$ cat config.mk
export PLATFORM = sky130hd
export DESIGN_NAME = susp_seq
export DESIGN_NICKNAME = d
export VERILOG_FILES = /design/src/rtl/susp_seq_pkg.sv /design/src/rtl/susp_wake_arb.sv /design/src/rtl/susp_ms_timer.sv /design/src/rtl/susp_pin_gate.sv /design/src/rtl/susp_seq.sv
export SDC_FILE = /design/constraint.sdc
export NUM_CORES = 1
export LEC_CHECK = 0
export ABC_CLOCK_PERIOD_IN_PS = 6600
export BUFFER_PORTS_ARGS = -buffer_cell sky130_fd_sc_hd__buf_4
export CAP_MARGIN = 10
export CORE_UTILIZATION = 54
export DETAILED_ROUTE_END_ITERATION = 6
export PLACE_DENSITY = 0.91
export RECOVER_POWER = 25
export SETUP_SLACK_MARGIN = 0.5
export SLEW_MARGIN = 5
export SYNTH_ARGS = -nofsm -noshare
export SYNTH_HDL_FRONTEND = slang
export SYNTH_SLANG_ARGS = --single-unit
$ cat constraint.sdc
create_clock -name clk -period 6.6 [get_ports clk]
set_input_delay 0.66 -clock clk [delete_from_list [all_inputs] [get_ports clk]]
set_output_delay 0.66 -clock clk [all_outputs]
set_load 0.01 [all_outputs]
$ cat src/rtl/susp_seq_pkg.sv
package susp_seq_pkg;

    typedef enum logic [2:0] {
        ST_AWAKE,
        ST_SUSP,
        ST_STAB,
        ST_KHOLD,
        ST_DRIVEK
    } seq_state_e;

    typedef enum logic [1:0] {
        WK_NONE,
        WK_HOST,
        WK_REMOTE,
        WK_FW
    } wake_src_e;

    typedef struct packed {
        logic host;
        logic remote;
        logic fw;
    } wake_req_t;

    function automatic int unsigned clamp_ms(input int unsigned v,
                                             input int unsigned lo,
                                             input int unsigned hi);
        if (v < lo) return lo;
        if (v > hi) return hi;
        return v;
    endfunction

    function automatic int unsigned max3(input int unsigned a,
                                         input int unsigned b,
                                         input int unsigned c);
        int unsigned m;
        m = (a > b) ? a : b;
        return (m > c) ? m : c;
    endfunction

endpackage

$ cat src/rtl/susp_wake_arb.sv
module susp_wake_arb
    import susp_seq_pkg::*;
(
    input  wake_req_t req,
    output wake_src_e src
);
    always_comb begin
        if (req.host)        src = WK_HOST;
        else if (req.remote) src = WK_REMOTE;
        else if (req.fw)     src = WK_FW;
        else                 src = WK_NONE;
    end
endmodule

$ cat src/rtl/susp_ms_timer.sv
module susp_ms_timer #(
    parameter int unsigned CNT_W = 5
) (
    input  logic             clk,
    input  logic             rst,
    input  logic             clr,
    input  logic             en,
    input  logic             tick,
    output logic [CNT_W-1:0] cnt_nxt
);
    logic [CNT_W-1:0] cnt_q;

    assign cnt_nxt = cnt_q + CNT_W'(1);

    always_ff @(posedge clk) begin
        if (rst || clr)      cnt_q <= '0;
        else if (en && tick) cnt_q <= cnt_nxt;
    end
endmodule

$ cat src/rtl/susp_pin_gate.sv
module susp_pin_gate (
    input  logic suspended,
    input  logic fw_wr,
    input  logic fw_rd_side,
    input  logic cfg_susp_pwroff,
    input  logic cfg_board_feat,
    output logic wr_grant,
    output logic rd_grant,
    output logic grpa_oe,
    output logic grpb_oe
);
    always_comb begin
        wr_grant = fw_wr && !suspended;
        rd_grant = fw_rd_side && !suspended;
        grpa_oe  = !(suspended && cfg_susp_pwroff);
        grpb_oe  = !(suspended && !cfg_board_feat);
    end
endmodule

$ cat src/rtl/susp_seq.sv
module susp_seq
    import susp_seq_pkg::*;
#(
    parameter int unsigned STAB_MIN_MS = 6,
    parameter int unsigned STAB_MAX_MS = 15,
    parameter int unsigned DRIVE_K_MS  = 12,
    parameter int unsigned RWU_MIN_MS  = 7,
    parameter int unsigned STAB_CFG_W  = 4
) (
    input  logic                  clk,
    input  logic                  rst,
    input  logic                  tick_ms,
    input  logic                  bus_suspend,
    input  logic                  host_k,
    input  logic                  rwake_n,
    input  logic                  fw_wr,
    input  logic                  fw_rd_side,
    input  logic                  fw_srst_wr,
    input  logic                  fw_feat_en,
    input  logic                  fw_clr_resume,
    input  logic [STAB_CFG_W-1:0] cfg_stab_ms,
    input  logic                  cfg_irq_en,
    input  logic                  cfg_susp_pwroff,
    input  logic                  cfg_board_feat,
    output logic                  susp_n,
    output logic                  osc_en,
    output logic                  core_clk_en,
    output logic                  resume_flag,
    output logic                  resume_irq,
    output logic                  drive_k,
    output logic                  wr_grant,
    output logic                  rd_grant,
    output logic                  grpa_oe,
    output logic                  grpb_oe
);
    localparam int unsigned CNT_W   = $clog2(max3(STAB_MAX_MS, DRIVE_K_MS, RWU_MIN_MS) + 2);
    localparam logic [CNT_W-1:0] RWU_CNT = CNT_W'(RWU_MIN_MS);
    localparam logic [CNT_W-1:0] K_CNT   = CNT_W'(DRIVE_K_MS);

    seq_state_e       state_q, state_d;
    logic             remote_q;
    logic             flag_q;
    wake_req_t        req;
    wake_src_e        src;
    logic [CNT_W-1:0] cnt_nxt;
    logic [CNT_W-1:0] stab_eff;
    logic             suspended;
    logic             timing;
    logic             hit_stab, hit_rwu, hit_k;
    logic             tmr_clr;

    assign suspended = (state_q == ST_SUSP);
    assign timing    = (state_q == ST_STAB) || (state_q == ST_KHOLD) || (state_q == ST_DRIVEK);
    assign stab_eff  = CNT_W'(clamp_ms(32'(cfg_stab_ms), STAB_MIN_MS, STAB_MAX_MS));

    always_comb begin
        req.host   = host_k;
        req.remote = !rwake_n;
        req.fw     = fw_srst_wr && fw_feat_en;
    end

    susp_wake_arb u_arb (
        .req (req),
        .src (src)
    );

    assign tmr_clr = (state_d != state_q) && (state_d != ST_KHOLD);

    susp_ms_timer #(.CNT_W(CNT_W)) u_tmr (
        .clk     (clk),
        .rst     (rst),
        .clr     (tmr_clr),
        .en      (timing),
        .tick    (tick_ms),
        .cnt_nxt (cnt_nxt)
    );

    assign hit_stab = tick_ms && (cnt_nxt == stab_eff);
    assign hit_rwu  = tick_ms && (cnt_nxt >= RWU_CNT);
    assign hit_k    = tick_ms && (cnt_nxt == K_CNT);

    always_comb begin
        state_d = state_q;
        unique case (state_q)
            ST_AWAKE:  if (bus_suspend && !flag_q) state_d = ST_SUSP;
            ST_SUSP:   if (src != WK_NONE) state_d = ST_STAB;
            ST_STAB: begin
                if (hit_stab) begin
                    if (!remote_q)                state_d = ST_AWAKE;
                    else if (cnt_nxt >= RWU_CNT)  state_d = ST_DRIVEK;
                    else                          state_d = ST_KHOLD;
                end
            end
            ST_KHOLD:  if (hit_rwu) state_d = ST_DRIVEK;
            ST_DRIVEK: if (hit_k) state_d = ST_AWAKE;
            default:   state_d = ST_AWAKE;
        endcase
    end

    always_ff @(posedge clk) begin
        if (rst) begin
            state_q  <= ST_AWAKE;
            remote_q <= 1'b0;
            flag_q   <= 1'b0;
        end else begin
            state_q <= state_d;
            if (suspended && src != WK_NONE) remote_q <= (src == WK_REMOTE);
            if (state_q == ST_STAB && hit_stab)       flag_q <= 1'b1;
            else if (fw_clr_resume && !suspended)     flag_q <= 1'b0;
        end
    end

    always_comb begin
        susp_n      = !suspended;
        osc_en      = !suspended;
        core_clk_en = (state_q == ST_AWAKE) || (state_q == ST_KHOLD) || (state_q == ST_DRIVEK);
        drive_k     = (state_q == ST_DRIVEK);
        resume_flag = flag_q;
        resume_irq  = flag_q && cfg_irq_en;
    end

    susp_pin_gate u_gate (
        .suspended       (suspended),
        .fw_wr           (fw_wr),
        .fw_rd_side      (fw_rd_side),
        .cfg_susp_pwroff (cfg_susp_pwroff),
        .cfg_board_feat  (cfg_board_feat),
        .wr_grant        (wr_grant),
        .rd_grant        (rd_grant),
        .grpa_oe         (grpa_oe),
        .grpb_oe         (grpb_oe)
    );
endmodule

==> results of run 1 <==
-- sequential cells by signal, indices dropped and copies added, names as in the netlist --
| name | cells |
|---|---|
| u_tmr.cnt_q | 5 |
| state_q | 3 |
| remote_q | 1 |
| resume_flag | 1 |
-- kinds of logic (layout without fill, tap and decap cells) --
logic type      Yosys count  after routing
flops                    10             10
buf+inv                  13             36
simple gates             56             56
mux                       1              1
fa+ha+maj                 3              3
compound gates           31             31
xor+xnor                  6              6
-- routing by layer --
metal	up-vias	GRT usage (%)	share of wire, %
met5	-	0	0
met4	0	8.48	1.8
met3	6	8.94	8.4
met2	63	46.7	48
met1	445	34.8	42
li1	487	-	-
-- power breakdown --
| part | switching (mW) | leakage [nW] | total, mW | internal, mW |
|---|---|---|---|---|
| sequential | 0.00381 | 0.0810 | 0.0657 | 0.0619 |
| clock | 0.0206 | 0.0210 | 0.0541 | 0.0335 |
| combinational | 0.0193 | 0.309 | 0.0397 | 0.0203 |
-- synth_stat cells (2+ instances only) --
cell | count | area [µm²]
nand3_1 | 5 | 25.0
and2_1 | 3 | 18.8
nor3_1 | 9 | 45.0
or2_2 | 2 | 12.5
o21ai_0 | 3 | 15.0
o311ai_0 | 2 | 17.5
buf_2 | 2 | 10.0
nor3b_1 | 2 | 15.0
nand2b_1 | 3 | 18.8
buf_6 | 2 | 22.5
a21oi_1 | 8 | 40.0
nand4_1 | 2 | 12.5
a21boi_0 | 2 | 15.0
xnor2_1 | 5 | 43.8
ha_1 | 3 | 37.5
inv_1 | 5 | 18.8
a211oi_1 | 2 | 15.0
clkbuf_1 | 2 | 7.51
nand2_1 | 10 | 37.5
dfxtp_1 | 10 | 200
nor2_1 | 13 | 48.8
-- final cells by class --
type | instances | area, µm²
clock buffer | 4 | 36.3
fill | 120 | 444
inverter | 5 | 18.8
multi-input combinational | 97 | 634
sequential | 10 | 200
tap | 16 | 20.0
timing repair buffer | 27 | 188
-- worst max path at each step --
| stage | cells past startpoint | startpoint | endpoint |
|---|---|---|---|
| 3_5_place_dp | 8 | u_tmr.cnt_q[0] | u_tmr.cnt_q[1] |
| 5_1_grt | 8 | u_tmr.cnt_q[0] | u_tmr.cnt_q[4] |
| 2_1_floorplan | 8 | u_tmr.cnt_q[0] | u_tmr.cnt_q[1] |
| 4_1_cts | 8 | u_tmr.cnt_q[0] | u_tmr.cnt_q[1] |
| 6_report | 8 | u_tmr.cnt_q[0] | u_tmr.cnt_q[1] |
| 3_3_place_gp | 8 | u_tmr.cnt_q[0] | u_tmr.cnt_q[3] |
-- cells in the final DEF (no fill, tap or decap), drive strengths merged, types with 2 or more instances in the layout --
cell type  Yosys  layout
nor3           9       9
clkbuf         2       8
xnor2          5       5
nor3b          2       2
a21boi         2       2
nand4          2       2
nor2          13      13
a21oi          8       8
o21ai          4       4
dfxtp         10      10
nand2b         3       3
or2            2       2
and2           3       3
nand2         10      10
ha             3       3
inv            5       5
nand3          6       6
a211oi         3       3
o311ai         2       2
buf            6      23
-- worst max-delay path, cell delays in order (launching register included) --
cell and delay (ns):
dfxtp_1 0.49, inv_1 0.13, ha_1 0.38, o21ba_2 0.22, o211a_1 0.22, nor3_1 0.36, a21oi_1 0.21, a2111oi_4 0.43
nor3_1 0.10
==> results.cfg, run 1 <==
[run_status]
status = finished, final reports clean

[timing]
layout_setup_ws_ns = 3.93
slew_violations = 0
hold_violations = 0
fmax_mhz = 374
fin_crit_ns = 2.67
rsz0062_at_grt = false
setup_viol = 0
final.period_utilization_pct = 40.5
fin_skew_ns = 0.000496
whs_ns = 0.504
maxSlewHeadroom_pct = 65.4
finalSetupTns_ns = 0
worstMarginPinSlew_ns = 0.514

[logic_synthesis]
synth_edf_count = 0
ys_seq_area_share_pct = 22.1
synth_area_um2 = 905
yosys.area_share.adder_pct = 4.15
synth-compound-area-share_pct = 27.4
syn_nets = 141
synth.distinct_cells = 46
synth_xor_area_share_pct = 5.81
synth_top_family_by_area = simple AND/OR/NAND/NOR gates
synthSimpleGateAreaFrac_pct = 31.7
synth.ff_latch_count = 10
synthCells = 120
synth_flop_cell = dfxtp_1
synth_mux_area_share_pct = 1.11
synthArstFlopShare_pct = 0
ys_warn_count = 0
avgSynthCellArea_um2 = 7.54

[place]
placed_area_um2 = 1080
post-place-cells = 155
routabilityCongestion = 0.928
dpl_worst_slack_ns = 3.98
hpwl_um = 1700
port_buffers = 27

[min_path]
min_to = remote_q
hold_path_class = reg -> reg
hp-start = remote_q
whs_path_depth = 2

[worst_setup_path]
r2r_end = u_tmr.cnt_q[1]
cp-end-kind = register
cp.arrival_ns = 2.81
path_class = reg -> reg
critPathRequiredTime_ns = 6.74
worstReg2RegStart = u_tmr.cnt_q[0]
r2r_slack_ns = 3.93
cp_max_fo = 9
worst_setup_path_start_kind = register
rr_worst_depth = 8

[power_and_ir_drop]
powerDensity_nw_per_um2 = 145
ir_drop_mv = 0.181
p_leak_nw = 0.411
finalPower_mw = 0.159

[global_route]
grt_max_degree = 14
grt_overflow = 0
grt_util_all_layers_pct = 28.2
grt_pass1_wl_um = 4020
antenna_found_initial = 0
grt_pass1_vias = 923

[drt]
first_pass_iters = 4
vias = 1001
vias_per_cell = 6.30
ant_nets = 0
routed_wirelength_um = 2320
wl_per_cell_um = 14.6
drtIter0Drc = 38
drcViolationCount = 0

[cts]
numCtsBuffers = 3
cts_root_buf = clkbuf_4
cts_sinks = 10
htreeDepth = 1
postCtsSetupBuffers = 0
clk_latency_ns = 0.26
post_cts_resized = 0
clk_pin_slew_ns = 0.06
cts_tree = yes
cts_buffer_depth = 2
holdBufCountCts = 0

[layout]
nets = 165
final_util_pct = 71.2
drive_gt1_share_pct = 23.1
syn2layout_area_growth_pct = 21.3
final_cell_area_um2 = 1100
n_antenna_cell = 0
final_cells = 159

[job]
maxCapViolCount = 0

[floorplanning]
core_um2 = 1540
die_y_um = 42.9
die-area_um2 = 1840
io_pins = 28
fp.dieW_um = 42.9
initial_core_util_pct = 58.7
rows = 14
No activity file was read; power rests on OpenSTA's default activity.
==> run 2: changes to the inputs <==
ABC_CLOCK_PERIOD_IN_PS = 2600   (was 6600)
CORE_UTILIZATION = 50   (was 54)
PLACE_DENSITY = 0.85   (was 0.91)
clock period = 2.6 ns   (was 6.6 ns; I/O delays follow)
==> run 2 against run 1 <==
  * Sequential share of layout area is 2.2 points lower
  * Critical path depth stayed put
  * Clock power grew to 2.6 times the previous value
  * Clock-buffer cell count stayed put
  * Flip-flop and latch count stayed put
  * First-iteration DRC count grew to 2.6 times the previous value
  * Worst setup slack worse by 3.6 ns
  * Sequential power grew to 2.5 times the previous value
  * Clock skew is 0.011 ns higher
  * Global-route usage is 1.1 points lower
==> results.cfg, run 2 (same netlist as run 1, synthesis figures left out) <==
[min_path]
min_to = resume_flag
hp-start = rst
hold_path_class = in -> reg
whs_path_depth = 2

[global_route]
antenna_found_initial = 0
grt_pass1_wl_um = 4020
grt_util_met1_pct = 35.3
use_met3_pct = 3.67
grt_util_all_layers_pct = 27.1
grt_pass1_vias = 923
grt_max_degree = 14
grt_overflow = 0
met2_usage_pct = 45.6
grt_busiest_layer = met2

[floorplanning]
rows = 15
die_y_um = 44.5
die-area_um2 = 1980
initial_core_util_pct = 53.0
core_um2 = 1710
fp.dieW_um = 44.5
io_pins = 28

[drt]
vias = 1090
ant_nets = 0
first_pass_iters = 4
vias_per_cell = 6.19
drcViolationCount = 0
routed_wirelength_um = 2810
wl_per_cell_um = 15.9
drtIter0Drc = 97

[cts]
cts_buffer_depth = 2
numCtsBuffers = 3
cts_tree = yes
clk_pin_slew_ns = 0.08
cts_sinks = 10
clk_latency_ns = 0.27
htreeDepth = 1
cts_root_buf = clkbuf_4

[timing]
finalSetupTns_ns = 0
rsz0062_at_grt = true
fin_crit_ns = 2.24
worstMarginPinSlew_ns = 0.462
slew_violations = 0
fmax_mhz = 447
final.period_utilization_pct = 86.1
setup_viol = 0
fin_skew_ns = 0.0112
maxSlewHeadroom_pct = 69.0
hold_violations = 0

[layout]
nets = 173
top_register = u_tmr.cnt_q
drive_gt1_share_pct = 39.7
final-seq-area_um2 = 211
reg_top3 = u_tmr.cnt_q (5), state_q (3)
final_common_cell = buf_4
largest_register_ffs = 5
final_cell_mix = buf_4, nor2_1, nand2_1
multi_input_area_um2 = 766
syn2layout_area_growth_pct = 45.6
nFillCells = 117
n_antenna_cell = 0
final_util_pct = 77.1

[power_and_ir_drop]
p_leak_nw = 0.464
ir_drop_mv = 0.370
powerDensity_nw_per_um2 = 320

[worst_setup_path]
path_class = reg -> reg
critPathMaxStageDelay_ns = 0.49
cp.arrival_ns = 2.37
r2r_end = u_tmr.cnt_q[2]
critPathRequiredTime_ns = 2.74
crit_family = compound AO/OA/AOI/OAI gates
slowest_stage = a2111oi_4
cp-end-kind = register
cp_num_buf_inv = 1
worstReg2RegStart = u_tmr.cnt_q[0]
rr_worst_depth = 8
cp_max_fo = 6
worst_setup_path_start_kind = register
r2r_slack_ns = 0.36
path_cells = inv_4 > ha_4 > o21ba_4 > o211a_4 > o41ai_4 > nand3_1 > a2111oi_4 > nor3_1

[place]
hpwl_um = 1720
routabilityCongestion = 0.898
port_buffers = 27

[run_status]
status = finished, final reports clean

[job]
maxCapViolCount = 0
run 2: stage by stage:
stage | hold slack, ns | power [mW] | setup WS (ns) | cells | area (µm²)
after floorplan | 0.441 | 0.225 | 0.433 | 120 | 948
after global placement | 0.478 | 0.266 | 0.369 | 164 | 1130
after detailed placement | 0.499 | 0.270 | 0.266 | 164 | 1130
after CTS | 0.227 | 0.413 | 0.400 | 174 | 1230
after global routing | 0.243 | 0.436 | 0.301 | 176 | 1320
final | 0.236 | 0.422 | 0.362 | 176 | 1320
run 2: layout make-up:
type | instances | area share (%)
multi-input combinational | 97 | 58.1
timing repair buffer | 35 | 19.1
sequential | 10 | 16.0
clock buffer | 4 | 2.75
tap | 25 | 2.37
inverter | 5 | 1.61
run 2: repair_timing:
| item | 4_1_cts | 5_1_grt |
|---|---|---|
| setup buffers | 6 | 2 |
| hold buffers | 0 | 0 |
| setup endpoints to repair | 6 | 8 |
| pin swaps | 3 | 9 |
| gates resized for setup | 4 | 19 |
| cloned | 0 | 0 |
run 2: how the worst max path moves through the flow:
stage	from	endpoint	cells past startpoint
floorplan	u_tmr.cnt_q[1]	u_tmr.cnt_q[2]	8
CTS	u_tmr.cnt_q[0]	u_tmr.cnt_q[1]	8
global placement	u_tmr.cnt_q[0]	u_tmr.cnt_q[0]	8
detailed placement	u_tmr.cnt_q[0]	u_tmr.cnt_q[1]	8
global route	u_tmr.cnt_q[0]	u_tmr.cnt_q[2]	8
finish	u_tmr.cnt_q[0]	u_tmr.cnt_q[2]	8
run 2: power breakdown:
group | total [mW] | switching (mW) | internal, mW
Combinational | 0.113 | 0.0543 | 0.0585
Sequential | 0.166 | 0.0106 | 0.155
Clock | 0.143 | 0.0584 | 0.0851
Total | 0.422 | 0.123 | 0.299
run 2: routing by layer:
layer / share of wire, % / vias up / routed length [µm]
li1: - / 495 / -
met1: 39 / 508 / 1090
met2: 50 / 72 / 1400
met3: 7.9 / 15 / 222
met4: 3.5 / 0 / 97
met5: 0 / - / 0
